===== src/rtl/dacbank_pkg.sv =====
package dacbank_pkg;
  localparam int FRAME_W  = 16;
  localparam int CODE_W   = 12;
  localparam int SEL_BIT  = 15;
  localparam int GAIN_BIT = 13;
  localparam int EN_BIT   = 12;

  localparam logic [FRAME_W-1:0] CODE_MASK  = FRAME_W'((1 << CODE_W) - 1);
  localparam logic [FRAME_W-1:0] SHDN_FRAME = '0;

  // Command bits of a write frame; the code field is left as zero.
  function automatic logic [FRAME_W-1:0] cmd_bits(input logic out_b, input logic gain2);
    logic [FRAME_W-1:0] f;
    f = '0;
    f[SEL_BIT]  = out_b;
    f[GAIN_BIT] = ~gain2;
    f[EN_BIT]   = 1'b1;
    return f;
  endfunction
endpackage


===== src/rtl/dacbank_regfile.sv =====
module dacbank_regfile #(
  parameter int DEPTH = 8,
  parameter int W     = 16,
  localparam int AW   = (DEPTH > 1) ? $clog2(DEPTH) : 1
) (
  input  logic          clk,
  input  logic          we,
  input  logic [AW-1:0] waddr,
  input  logic [W-1:0]  wdata,
  input  logic [AW-1:0] raddr,
  output logic [W-1:0]  rdata
);
  logic [W-1:0] mem [DEPTH];

  // Synchronous write and registered read, so block RAM can be inferred.
  always_ff @(posedge clk) begin
    if (we) mem[waddr] <= wdata;
    rdata <= mem[raddr];
  end
endmodule


===== src/rtl/dacbank_shifter.sv =====
module dacbank_shifter
  import dacbank_pkg::*;
#(
  parameter int N_CHIPS = 4,
  parameter int DIV     = 2,
  localparam int CW     = (N_CHIPS > 1) ? $clog2(N_CHIPS) : 1,
  localparam int PW     = $clog2(DIV + 1),
  localparam int BW     = $clog2(FRAME_W)
) (
  input  logic               clk,
  input  logic               rst,
  input  logic               go,
  input  logic [CW-1:0]      chip,
  input  logic [FRAME_W-1:0] frame,
  output logic               sclk,
  output logic               mosi,
  output logic [N_CHIPS-1:0] cs_n,
  output logic               done
);
  typedef enum logic [2:0] {S_IDLE, S_LEAD, S_HI, S_LO, S_TAIL} sh_state_t;

  localparam logic [N_CHIPS-1:0] ONE_HOT0 = N_CHIPS'(1);

  sh_state_t          st;
  logic [PW-1:0]      ph;
  logic [BW-1:0]      bitn;
  logic [FRAME_W-1:0] sh;
  logic               ph_end;

  assign ph_end = (ph == PW'(DIV - 1));
  assign mosi   = sh[FRAME_W-1];

  always_ff @(posedge clk) begin
    if (rst) begin
      st   <= S_IDLE;
      ph   <= '0;
      bitn <= '0;
      sh   <= '0;
      sclk <= 1'b0;
      cs_n <= '1;
      done <= 1'b0;
    end else begin
      done <= 1'b0;
      if (st != S_IDLE) ph <= ph_end ? '0 : ph + 1'b1;
      case (st)
        S_IDLE: if (go) begin
          sh   <= frame;
          cs_n <= ~(ONE_HOT0 << chip);
          bitn <= '0;
          ph   <= '0;
          st   <= S_LEAD;
        end
        S_LEAD: if (ph_end) begin
          sclk <= 1'b1;
          st   <= S_HI;
        end
        S_HI: if (ph_end) begin
          sclk <= 1'b0;
          if (bitn == BW'(FRAME_W - 1)) begin
            st <= S_TAIL;
          end else begin
            sh   <= {sh[FRAME_W-2:0], 1'b0};
            bitn <= bitn + 1'b1;
            st   <= S_LO;
          end
        end
        S_LO: if (ph_end) begin
          sclk <= 1'b1;
          st   <= S_HI;
        end
        S_TAIL: if (ph_end) begin
          cs_n <= '1;
          sh   <= '0;
          done <= 1'b1;
          st   <= S_IDLE;
        end
        default: st <= S_IDLE;
      endcase
    end
  end
endmodule


===== src/rtl/dacbank_seq.sv =====
module dacbank_seq
  import dacbank_pkg::*;
#(
  parameter int N_CHIPS  = 4,
  parameter int GAP_CYC  = 5,
  parameter int LOAD_CYC = 13,
  parameter bit HAS_LOAD = 1'b1,
  localparam int MAXCH   = 2 * N_CHIPS,
  localparam int NW      = $clog2(MAXCH + 1),
  localparam int AW      = $clog2(MAXCH),
  localparam int CW      = (N_CHIPS > 1) ? $clog2(N_CHIPS) : 1,
  localparam int TMAX    = (GAP_CYC > LOAD_CYC) ? GAP_CYC : LOAD_CYC,
  localparam int TW      = $clog2(TMAX + 1)
) (
  input  logic               clk,
  input  logic               rst,
  input  logic               start,
  input  logic [NW-1:0]      count,
  input  logic               gain2,
  input  logic               latch,
  input  logic               shdn,
  output logic [AW-1:0]      rd_addr,
  input  logic [FRAME_W-1:0] rd_data,
  output logic               go,
  output logic [CW-1:0]      chip,
  output logic [FRAME_W-1:0] frame,
  input  logic               xfer_done,
  output logic               load_n,
  output logic               busy
);
  typedef enum logic [2:0] {Q_IDLE, Q_FETCH, Q_ISSUE, Q_WAIT, Q_GAP, Q_LOAD} seq_state_t;

  seq_state_t     st;
  logic [NW-1:0]  idx;
  logic [NW-1:0]  last;
  logic [NW-1:0]  count_cl;
  logic [TW-1:0]  cnt;
  logic           is_shdn;
  logic           g2;
  logic           do_latch;

  always_comb begin
    if (count == '0)                count_cl = NW'(1);
    else if (count > NW'(MAXCH))    count_cl = NW'(MAXCH);
    else                            count_cl = count;
  end

  assign rd_addr = idx[AW-1:0];

  always_ff @(posedge clk) begin
    if (rst) begin
      st       <= Q_IDLE;
      idx      <= '0;
      last     <= '0;
      cnt      <= '0;
      is_shdn  <= 1'b0;
      g2       <= 1'b0;
      do_latch <= 1'b0;
      go       <= 1'b0;
      chip     <= '0;
      frame    <= '0;
      load_n   <= 1'b1;
      busy     <= 1'b0;
    end else begin
      go <= 1'b0;
      case (st)
        Q_IDLE: if (start) begin
          busy     <= 1'b1;
          is_shdn  <= shdn;
          g2       <= gain2;
          do_latch <= latch & HAS_LOAD & ~shdn;
          last     <= shdn ? NW'(N_CHIPS - 1) : count_cl - 1'b1;
          idx      <= '0;
          st       <= Q_FETCH;
        end
        Q_FETCH: st <= Q_ISSUE;
        Q_ISSUE: begin
          go <= 1'b1;
          if (is_shdn) begin
            chip  <= CW'(idx);
            frame <= SHDN_FRAME;
          end else begin
            chip  <= CW'(idx >> 1);
            frame <= (rd_data & CODE_MASK) | cmd_bits(idx[0], g2);
          end
          st <= Q_WAIT;
        end
        Q_WAIT: if (xfer_done) begin
          if (idx == last) begin
            if (do_latch) begin
              cnt <= '0;
              st  <= Q_GAP;
            end else begin
              busy <= 1'b0;
              st   <= Q_IDLE;
            end
          end else begin
            idx <= idx + 1'b1;
            st  <= Q_FETCH;
          end
        end
        Q_GAP: begin
          cnt <= cnt + 1'b1;
          if (cnt == TW'(GAP_CYC - 1)) begin
            cnt    <= '0;
            load_n <= 1'b0;
            st     <= Q_LOAD;
          end
        end
        Q_LOAD: begin
          cnt <= cnt + 1'b1;
          if (cnt == TW'(LOAD_CYC - 1)) begin
            load_n <= 1'b1;
            busy   <= 1'b0;
            st     <= Q_IDLE;
          end
        end
        default: st <= Q_IDLE;
      endcase
    end
  end
endmodule


===== src/rtl/dacbank_ctrl.sv =====
module dacbank_ctrl
  import dacbank_pkg::*;
#(
  parameter int N_CHIPS  = 4,
  parameter int SCLK_DIV = 2,
  parameter int GAP_CYC  = 5,
  parameter int LOAD_CYC = 13,
  parameter bit HAS_LOAD = 1'b1,
  localparam int MAXCH   = 2 * N_CHIPS,
  localparam int NW      = $clog2(MAXCH + 1),
  localparam int AW      = $clog2(MAXCH),
  localparam int CW      = (N_CHIPS > 1) ? $clog2(N_CHIPS) : 1
) (
  input  logic               clk,
  input  logic               rst,
  input  logic               wr_en,
  input  logic [AW-1:0]      wr_addr,
  input  logic [FRAME_W-1:0] wr_data,
  input  logic               start,
  input  logic [NW-1:0]      start_count,
  input  logic               start_gain2,
  input  logic               start_latch,
  input  logic               start_shdn,
  output logic               busy,
  output logic               sclk,
  output logic               mosi,
  output logic [N_CHIPS-1:0] cs_n,
  output logic               load_n
);
  logic [AW-1:0]      rd_addr;
  logic [FRAME_W-1:0] rd_data;
  logic               go;
  logic [CW-1:0]      chip;
  logic [FRAME_W-1:0] frame;
  logic               xfer_done;

  dacbank_regfile #(.DEPTH(MAXCH), .W(FRAME_W)) regs_i (
    .clk(clk), .we(wr_en), .waddr(wr_addr), .wdata(wr_data),
    .raddr(rd_addr), .rdata(rd_data)
  );

  dacbank_seq #(
    .N_CHIPS(N_CHIPS), .GAP_CYC(GAP_CYC), .LOAD_CYC(LOAD_CYC), .HAS_LOAD(HAS_LOAD)
  ) seq_i (
    .clk(clk), .rst(rst), .start(start), .count(start_count),
    .gain2(start_gain2), .latch(start_latch), .shdn(start_shdn),
    .rd_addr(rd_addr), .rd_data(rd_data), .go(go), .chip(chip),
    .frame(frame), .xfer_done(xfer_done), .load_n(load_n), .busy(busy)
  );

  dacbank_shifter #(.N_CHIPS(N_CHIPS), .DIV(SCLK_DIV)) shift_i (
    .clk(clk), .rst(rst), .go(go), .chip(chip), .frame(frame),
    .sclk(sclk), .mosi(mosi), .cs_n(cs_n), .done(xfer_done)
  );
endmodule


===== config.mk =====
export PLATFORM = sky130hd
export DESIGN_NAME = dacbank_ctrl
export DESIGN_NICKNAME = d
export VERILOG_FILES = /design/src/rtl/dacbank_pkg.sv /design/src/rtl/dacbank_regfile.sv /design/src/rtl/dacbank_shifter.sv /design/src/rtl/dacbank_seq.sv /design/src/rtl/dacbank_ctrl.sv
export SDC_FILE = /design/constraint.sdc
export NUM_CORES = 1
export LEC_CHECK = 0
export ABC_AREA = 1
export BUFFER_PORTS_ARGS = -buffer_cell sky130_fd_sc_hd__buf_4
export CAP_MARGIN = 20
export CORE_ASPECT_RATIO = 0.7
export CORE_MARGIN = 3
export CORE_UTILIZATION = 62
export DETAILED_ROUTE_END_ITERATION = 12
export HOLD_SLACK_MARGIN = 0.06
export PLACE_DENSITY = 0.8
export SYNTH_ARGS = -nofsm -noshare
export SYNTH_HDL_FRONTEND = slang
export SYNTH_HIERARCHICAL = 1
export SYNTH_SLANG_ARGS = --single-unit

===== constraint.sdc =====
create_clock -name clk -period 2.15 [get_ports clk]
set_clock_uncertainty 0.1 [all_clocks]
set_input_delay 0.3225 -clock clk [delete_from_list [all_inputs] [get_ports clk]]
set_output_delay 0.3225 -clock clk [all_outputs]
set_load 0.02 [all_outputs]

==> results of run 1 <==
path summary, 6_finish.rpt:
check | from | endpoint | slack [ps]
max | seq_i/idx[0]$_SDFFE_PP0P_ | seq_i/idx[2]$_SDFFE_PP0P_ | 280
min | rst | seq_i/idx[1]$_SDFFE_PP0P_ | 110
max reg2reg | seq_i/idx[0]$_SDFFE_PP0P_ | seq_i/idx[2]$_SDFFE_PP0P_ | 280
min reg2reg | shift_i/ph[1]$_SDFF_PP0_ | shift_i/ph[1]$_SDFF_PP0_ | 340
power by group through the flow:
stage	logic [uW]	registers, uW	clock network, uW
after floorplan	1810	4200	0
after global placement	2050	4210	0
after detailed placement	2100	4220	0
after CTS	2140	4150	2900
after global routing	2450	4190	3030
final	2160	4160	2860
flip-flops by register name, indices dropped and copies added (netlist names), 2 cells and up:
signal,cells
regs_i/mem,96
regs_i/rdata,12
seq_i/chip,2
seq_i/cnt,4
seq_i/frame,15
seq_i/idx,4
seq_i/last,4
seq_i/st,3
shift_i/bitn,4
shift_i/cs_n,4
shift_i/ph,2
shift_i/sh,16
shift_i/st,3
metrics by stage:
step	hold WS [ps]	utilization
after floorplan	292	-
after global placement	325	0.666
after detailed placement	333	0.666
after CTS	94.5	0.719
after global routing	116	0.719
final	107	0.719
layout by cell type (no fill, tap or decap), types with 6 or more instances in the layout:
cell type	n
nand3_1	86
nor2_1	53
nand2_1	327
nor2_2	11
buf_4	50
dfxtp_1	80
inv_2	6
nor2_4	6
inv_1	155
nand2_2	7
a21oi_1	34
edfxtp_1	96
o21ai_0	10
clkbuf_16	17
dlygate4sd3_1	13
layer usage:
metal  track usage  share of wire  vias to the layer above
met5             0              0                        -
met4        0.0738          0.010                        0
met3        0.0576          0.074                       18
met2         0.360           0.46                      223
met1         0.323           0.46                     2758
li1              -              -                     3074
area by class of cell:
class                           count  area [um^2]
Clock inverter                     14          115
Fill cell                         924         3530
Timing Repair Buffer               64          526
Inverter                          164          627
Tap cell                          162          203
Multi-Input combinational cell    578         2650
Sequential cell                   177         4510
Clock buffer                       18          429
what timing repair did:
| item | CTS | global route |
|---|---|---|
| hold endpoints to repair | 97 | 0 |
| gates resized for setup | 0 | 0 |
| hold buffers | 13 | 0 |
| setup buffers | 0 | 0 |
==> flow_metrics.py, run 1 <==
metrics = {
    "status": {
        "status": "completed",
    },
    "synthesis": {
        "syn_avg_cell_area_um2": 8.43,
        "syn_nets": 996,
        "synth_area_um2": 8100,
        "synthCells": 961,
        "ys_warn_count": 6,
    },
    "hold_path": {
        "hold-path-cell-count": 2,
        "hold_path.class": "primary input to flop",
    },
    "clock_network": {
        "htree_levels": 4,
        "tritoncts": "done",
        "clkTransAtPathRegs_ps": 70,
        "clk_latency_ps": 420,
        "cts_buffers": 17,
        "cts-root-buf": "clkbuf_16",
        "clockBufferDepth": 2,
        "cts_sinks": 177,
    },
    "floorplan": {
        "die_x_um": 143,
        "ios": 38,
        "fp-row-count": 34,
        "die_h_um": 102,
        "core-area_um2": 12600,
        "fp.dieArea_um2": 14500,
        "initial_core_util": 0.643,
    },
    "critical_path": {
        "slowest_stage": "buf_4",
        "startpoint_type": "flop",
        "cp_data_required_time_ps": 2390,
        "ff2ff_path_depth": 5,
        "worstSetupEndpointType": "flop",
        "cp_cell_sequence": "buf_4, ha_1, xor2_1, nand4_1, a21oi_1",
        "critical_path_depth": 5,
        "crit_arrival_ps": 2110,
        "crit_path_max_incr_delay_ps": 490,
        "worst-path-max-fanout": 45,
        "path_class": "flop to flop",
        "cp_num_buf_inv": 1,
        "path_delay_family": "buffers and inverters",
    },
    "timing": {
        "final.setup.worst_slack_ps": 278,
        "fin_crit_ps": 1870,
        "rsz0062_at_grt": "false",
        "clock.fmax_mhz": 534,
        "max_slew_margin": 0.413,
        "fin_setup_tns_ps": 0,
        "worst_slew_pin_slew_ps": 880,
        "setup_violations": 0,
        "slew_violations": 0,
        "finalCritPeriodShare": 0.871,
        "hold_violations": 0,
    },
    "global_routing": {
        "antenna_found_initial": 0,
        "grt_pass1_vias": 5627,
        "grt_pass1_wl_um": 26200,
        "grt_max_degree": 46,
        "track_usage": 0.231,
        "grt-ovfl-total": 0,
    },
    "power": {
        "vdd_ir_drop_max_mv": 0.616,
        "p_per_area_nw_per_um2": 1010,
        "p_comb_frac": 0.235,
        "seq_power_share": 0.453,
        "p_total_uw": 9170,
        "netSwitchingFraction": 0.318,
        "switchingPower_uw": 2920,
        "intPower_uw": 6250,
        "p_leak_uw": 0.00406,
        "clkPwrFrac": 0.311,
    },
    "place": {
        "place_ws_ps": 358,
        "placed_area_um2": 8380,
        "dp_hpwl_um": 9840,
        "dp.cells": 1132,
        "gp_congestion": 0.863,
        "io_buffers": 33,
    },
    "detailed_routing": {
        "drc_errors": 0,
        "first_pass_iters": 5,
        "vias": 6073,
        "drtIter0Drc": 439,
        "ant_nets": 0,
        "vias_per_cell": 5.16,
        "wl_um": 16200,
        "wl_per_cell_um": 13.8,
    },
    "final_layout": {
        "final_area_um2": 9060,
        "nets": 1037,
        "antenna_cells": 0,
        "stdcell_count": 1177,
        "area.growth.synth_to_final_pct": 11.8,
        "drive_gt1_frac": 0.122,
    },
    "flow_run": {
        "cap_violations": 0,
    },
}
Note: power is estimated with default switching activity, not from simulation.
==> run 2: changes to the inputs <==
ABC_AREA = 0   (was 1)
==> run 2 against run 1 <==
Against the previous run: setup slack worse by 200 ps; first-iteration DRC count is 0.68% lower; combinational power is 62% lower; die area is 4.4% lower; critical path depth stayed put; clock power is 14% higher; synthesized cell count is 40% lower.
==> flow_metrics.py, run 2 <==
metrics = {
    "status": {
        "status": "completed",
    },
    "power": {
        "p_per_area_nw_per_um2": 893,
        "vdd_ir_drop_max_mv": 0.841,
        "p_leak_uw": 0.00314,
    },
    "clock_network": {
        "tritoncts": "done",
        "clkTransAtPathRegs_ps": 60,
        "htree_levels": 4,
        "cts_setup_buffers": 0,
        "clockBufferDepth": 2,
        "clk_latency_ps": 430,
        "cts-root-buf": "clkbuf_16",
        "cts_buffers": 17,
        "cts_sinks": 177,
    },
    "final_layout": {
        "layout_common_cells": "edfxtp_1, dfxtp_1, buf_4, nor2_1, a21oi_1",
        "top_regs": "regs_i/mem: 96 flops, shift_i/sh: 16 flops, seq_i/frame: 15 flops",
        "drive_gt1_frac": 0.225,
        "nets": 661,
        "area.growth.synth_to_final_pct": 14.5,
        "n_fill_cell": 715,
        "final_common_cell": "edfxtp_1",
        "largest_register": "regs_i/mem",
        "antenna_cells": 0,
        "final_util": 0.742,
        "largest_register_ff_count": 96,
    },
    "detailed_routing": {
        "drtIter0Drc": 436,
        "first_pass_iters": 5,
        "drc_errors": 0,
        "vias": 5026,
        "ant_nets": 0,
        "wl_um": 16000,
        "vias_per_cell": 6.31,
        "wl_per_cell_um": 20.1,
    },
    "timing": {
        "final.setup.worst_slack_ps": 73.4,
        "worst_slew_pin_slew_ps": 602,
        "whs_ps": 76.6,
        "clock.fmax_mhz": 482,
        "max_slew_margin": 0.597,
        "hold_violations": 0,
        "fin_crit_ps": 2080,
        "setup_violations": 0,
        "finalCritPeriodShare": 0.966,
        "rsz0062_at_grt": "false",
        "slew_violations": 0,
        "fin_setup_tns_ps": 0,
    },
    "critical_path": {
        "worstSetupEndpointType": "flop",
        "cp_data_required_time_ps": 2340,
        "ff2ff_path_depth": 5,
        "r2r-end": "seq_i/last[1]$_SDFFE_PP0P_",
        "startpoint_type": "flop",
        "regToRegSetupSlack_ps": 70,
        "crit_arrival_ps": 2260,
        "timing.rr.start": "seq_i/idx[1]$_SDFFE_PP0P_",
        "worst-path-max-fanout": 6,
        "path_class": "flop to flop",
    },
    "floorplan": {
        "core-area_um2": 11900,
        "initial_core_util": 0.648,
        "fp-row-count": 33,
        "ios": 38,
        "die_x_um": 139,
        "die_h_um": 99.4,
        "fp.dieArea_um2": 13900,
    },
    "global_routing": {
        "grt_max_degree": 52,
        "grt_pass1_vias": 5018,
        "grt_pass1_wl_um": 25800,
        "grt-ovfl-total": 0,
        "track_usage": 0.238,
        "antenna_found_initial": 0,
    },
    "place": {
        "gp_congestion": 0.835,
        "io_buffers": 33,
        "place_ws_ps": 109,
        "dp_hpwl_um": 9350,
    },
    "hold_path": {
        "hold-path-cell-count": 3,
        "whs_endpoint": "seq_i/is_shdn$_SDFFE_PP0P_",
        "hold_path.class": "primary input to flop",
        "min-delay-start": "start_shdn",
    },
    "flow_run": {
        "cap_violations": 0,
    },
    "synthesis": {
        "syn_nets": 613,
        "ys_warn_count": 6,
        "synth_area_um2": 7730,
        "synthCells": 578,
        "syn_avg_cell_area_um2": 13.4,
    },
}
==> run 2: cell type report <==
type	instances	area [um^2]	area share
well taps	157	196	0.0222
clock inverters	14	191	0.0216
inverters	9	33.8	0.00382
clock buffers	18	429	0.0485
flip-flops and latches	177	4510	0.509
repair buffers	72	573	0.0647
multi-input cells	349	2920	0.330
==> run 2: metrics by stage <==
| step | total power (uW) | instance area (um^2) | instances |
|---|---|---|---|
| finish | 7900 | 8850 | 796 |
| global route | 8160 | 8850 | 796 |
| CTS | 7920 | 8850 | 796 |
| detailed placement | 4670 | 8100 | 751 |
| global placement | 4620 | 8100 | 751 |
| floorplan | 4440 | 7730 | 578 |
==> run 2: how the worst max path moves through the flow <==
stage / slack (ps) / start / end / cells past startpoint
after global placement: 150 / seq_i/idx[1]$_SDFFE_PP0P_ / seq_i/last[1]$_SDFFE_PP0P_ / 5
final: 70 / seq_i/idx[1]$_SDFFE_PP0P_ / seq_i/last[1]$_SDFFE_PP0P_ / 5
after global routing: 20 / seq_i/idx[1]$_SDFFE_PP0P_ / seq_i/last[2]$_SDFFE_PP0P_ / 5
after floorplan: 190 / seq_i/idx[1]$_SDFFE_PP0P_ / seq_i/last[1]$_SDFFE_PP0P_ / 5
after detailed placement: 110 / seq_i/idx[1]$_SDFFE_PP0P_ / seq_i/last[1]$_SDFFE_PP0P_ / 5
after CTS: 80 / shift_i/bitn[0]$_SDFFE_PP0P_ / shift_i/sh[3]$_SDFFE_PP0P_ / 5
==> run 2: routing by layer <==
metal	vias up	GRT usage	part of all wire	wire, um
met2	221	0.391	0.49	7810
met1	2478	0.327	0.43	6840
met5	-	0	0	0
met3	19	0.0514	0.073	1170
met4	0	0.0639	0.011	183
li1	2308	-	-	-
==> run 2: what timing repair did <==
item	CTS	global route
hold endpoints to repair	97	0
setup endpoints to repair	0	11
resized for setup	0	4
hold buffers	13	0
==> run 2: report_power, final <==
group / total, uW / internal [uW] / switching (uW)
Sequential: 3830 / 3720 / 102
Combinational: 831 / 351 / 480
Clock: 3250 / 1880 / 1370
Total: 7900 / 5950 / 1950
==> run 2: worst max-delay path, cell delays in order, from the launching register on <==
cell,delay [ps]
dfxtp_1,320
xor2_1,170
or4_4,590
o32a_1,420
nor2_4,220
a311oi_2,110
==> run 3: changes to the inputs <==
BUFFER_PORTS_ARGS = -buffer_cell sky130_fd_sc_hd__buf_2   (was -buffer_cell sky130_fd_sc_hd__buf_4)
CORE_UTILIZATION = 58   (was 62)
PLACE_DENSITY = 0.77   (was 0.8)
==> run 3 against run 2 <==
Against the previous run: combinational power down 6.3%; largest power group unchanged; critical endpoint is now shift_i/sh[0]$_SDFFE_PP0P_; global-route usage is 1.2 points lower; sequential power about the same; largest cell class unchanged.
==> flow_metrics.py, run 3 (same netlist as run 2, synthesis figures left out) <==
metrics = {
    "status": {
        "status": "completed",
    },
    "timing": {
        "finalCritPeriodShare": 0.952,
        "rsz0062_at_grt": "false",
        "fin_setup_tns_ps": 0,
        "clock.fmax_mhz": 489,
        "worst_slew_pin_slew_ps": 875,
        "fin_crit_ps": 2050,
        "final.setup.worst_slack_ps": 103,
        "max_slew_margin": 0.417,
        "setup_violations": 0,
        "hold_violations": 0,
        "slew_violations": 0,
    },
    "power": {
        "switchingPower_uw": 1930,
        "intPower_uw": 5690,
        "vdd_ir_drop_max_mv": 0.694,
        "clkPwrFrac": 0.395,
        "seq_power_share": 0.503,
        "p_comb_frac": 0.102,
        "netSwitchingFraction": 0.254,
        "p_per_area_nw_per_um2": 878,
        "p_leak_uw": 0.00306,
    },
    "place": {
        "dp_hpwl_um": 9540,
        "place_ws_ps": 126,
        "io_buffers": 33,
        "placed_area_um2": 8020,
        "gp_congestion": 0.822,
    },
    "flow_run": {
        "cap_violations": 0,
    },
    "final_layout": {
        "largest_register": "regs_i/mem",
        "drive_gt1_frac": 0.229,
        "final_common_cell": "edfxtp_1",
        "antenna_cells": 0,
        "final_area_um2": 8680,
        "layout_common_cells": "edfxtp_1, dfxtp_1, nor2_1, buf_2, a21oi_1",
        "n_fill_cell": 853,
        "top_regs": "regs_i/mem: 96 flops, shift_i/sh: 16 flops, seq_i/frame: 15 flops",
        "area.growth.synth_to_final_pct": 12.4,
        "regArea_um2": 4510,
        "largest_register_ff_count": 96,
        "nets": 656,
        "multi_input_area_um2": 2920,
    },
    "floorplan": {
        "die_x_um": 144,
        "initial_core_util": 0.608,
        "core-area_um2": 12700,
        "fp.dieArea_um2": 14800,
        "ios": 38,
        "fp-row-count": 34,
        "die_h_um": 103,
    },
    "critical_path": {
        "crit_arrival_ps": 2300,
        "worstSetupEndpointType": "flop",
        "startpoint_type": "flop",
        "regToRegSetupSlack_ps": 100,
        "cp_data_required_time_ps": 2400,
        "path_class": "flop to flop",
        "worst-path-max-fanout": 16,
    },
    "hold_path": {
        "hold_path.class": "primary input to flop",
    },
    "clock_network": {
        "cts_buffers": 17,
        "tritoncts": "done",
        "clk_latency_ps": 430,
        "cts-root-buf": "clkbuf_16",
        "htree_levels": 4,
        "clockBufferDepth": 2,
        "clkTransAtPathRegs_ps": 70,
        "cts_sinks": 177,
    },
    "detailed_routing": {
        "vias": 4984,
        "wl_per_cell_um": 19.7,
        "ant_nets": 0,
        "first_pass_iters": 5,
        "vias_per_cell": 6.26,
        "drc_errors": 0,
        "drtIter0Drc": 441,
        "wl_um": 15700,
    },
    "global_routing": {
        "grt-ovfl-total": 0,
        "grt_pass1_vias": 4837,
        "grt_max_degree": 39,
        "antenna_found_initial": 0,
        "track_usage": 0.226,
        "grt_pass1_wl_um": 25300,
    },
}
[run 3: power by group through the flow]
stage / Combinational [uW] / Clock (uW) / Sequential [uW]
final: 779 / 3010 / 3830
after global routing: 857 / 3220 / 3850
after CTS: 764 / 3050 / 3830
after detailed placement: 746 / 0 / 3900
after global placement: 712 / 0 / 3890
after floorplan: 579 / 0 / 3860
[run 3: layout make-up]
class	instances	share of cell area
multi-input cells	349	0.336
repair buffers	67	0.0504
clock inverters	14	0.0174
well taps	162	0.0233
inverters	9	0.00389
clock buffers	18	0.0494
flip-flops and latches	177	0.519
[run 3: path summary, 6_finish.rpt]
check / endpoint / from / cells after the start
hold / removal: regs_i/mem[7][10]$_DFFE_PP_ / wr_data[10] / 1
setup / recovery: shift_i/sh[0]$_SDFFE_PP0P_ / shift_i/bitn[0]$_SDFFE_PP0P_ / 5
hold reg to reg: seq_i/busy$_SDFFE_PP0P_ / seq_i/busy$_SDFFE_PP0P_ / 2
setup reg to reg: shift_i/sh[0]$_SDFFE_PP0P_ / shift_i/bitn[0]$_SDFFE_PP0P_ / 5
[run 3: per-layer routing]
layer,part of all wire,track usage,vias to the layer above
li1,-,-,2299
met1,0.44,0.309,2456
met2,0.48,0.365,194
met3,0.064,0.0459,35
met4,0.022,0.0796,0
met5,0,0,-
[run 3: what timing repair did]
action | in CTS | in global routing
resized for setup | 0 | 3
buffers inserted | 0 | 1
hold endpoints to repair | 49 | 0
hold buffers | 7 | 0
setup endpoints to repair | 0 | 9
[run 3: metrics by stage]
| stage | total power, uW | hold WS [ps] | instances | utilization |
|---|---|---|---|---|
| after detailed placement | 4650 | 364 | 756 | 0.631 |
| after CTS | 7640 | 65.3 | 795 | 0.682 |
| after global routing | 7920 | 64.2 | 796 | 0.683 |
| after floorplan | 4440 | 321 | 578 | - |
| after global placement | 4600 | 353 | 756 | 0.631 |
| final | 7620 | 69.1 | 796 | 0.683 |
[run 3: critical path, cell delays in order, from the launching register on]
cell      delay (ps)
dfxtp_1          340
ha_1             230
nand3_1          240
and3_1           700
o221ai_1         190
a21oi_1          170
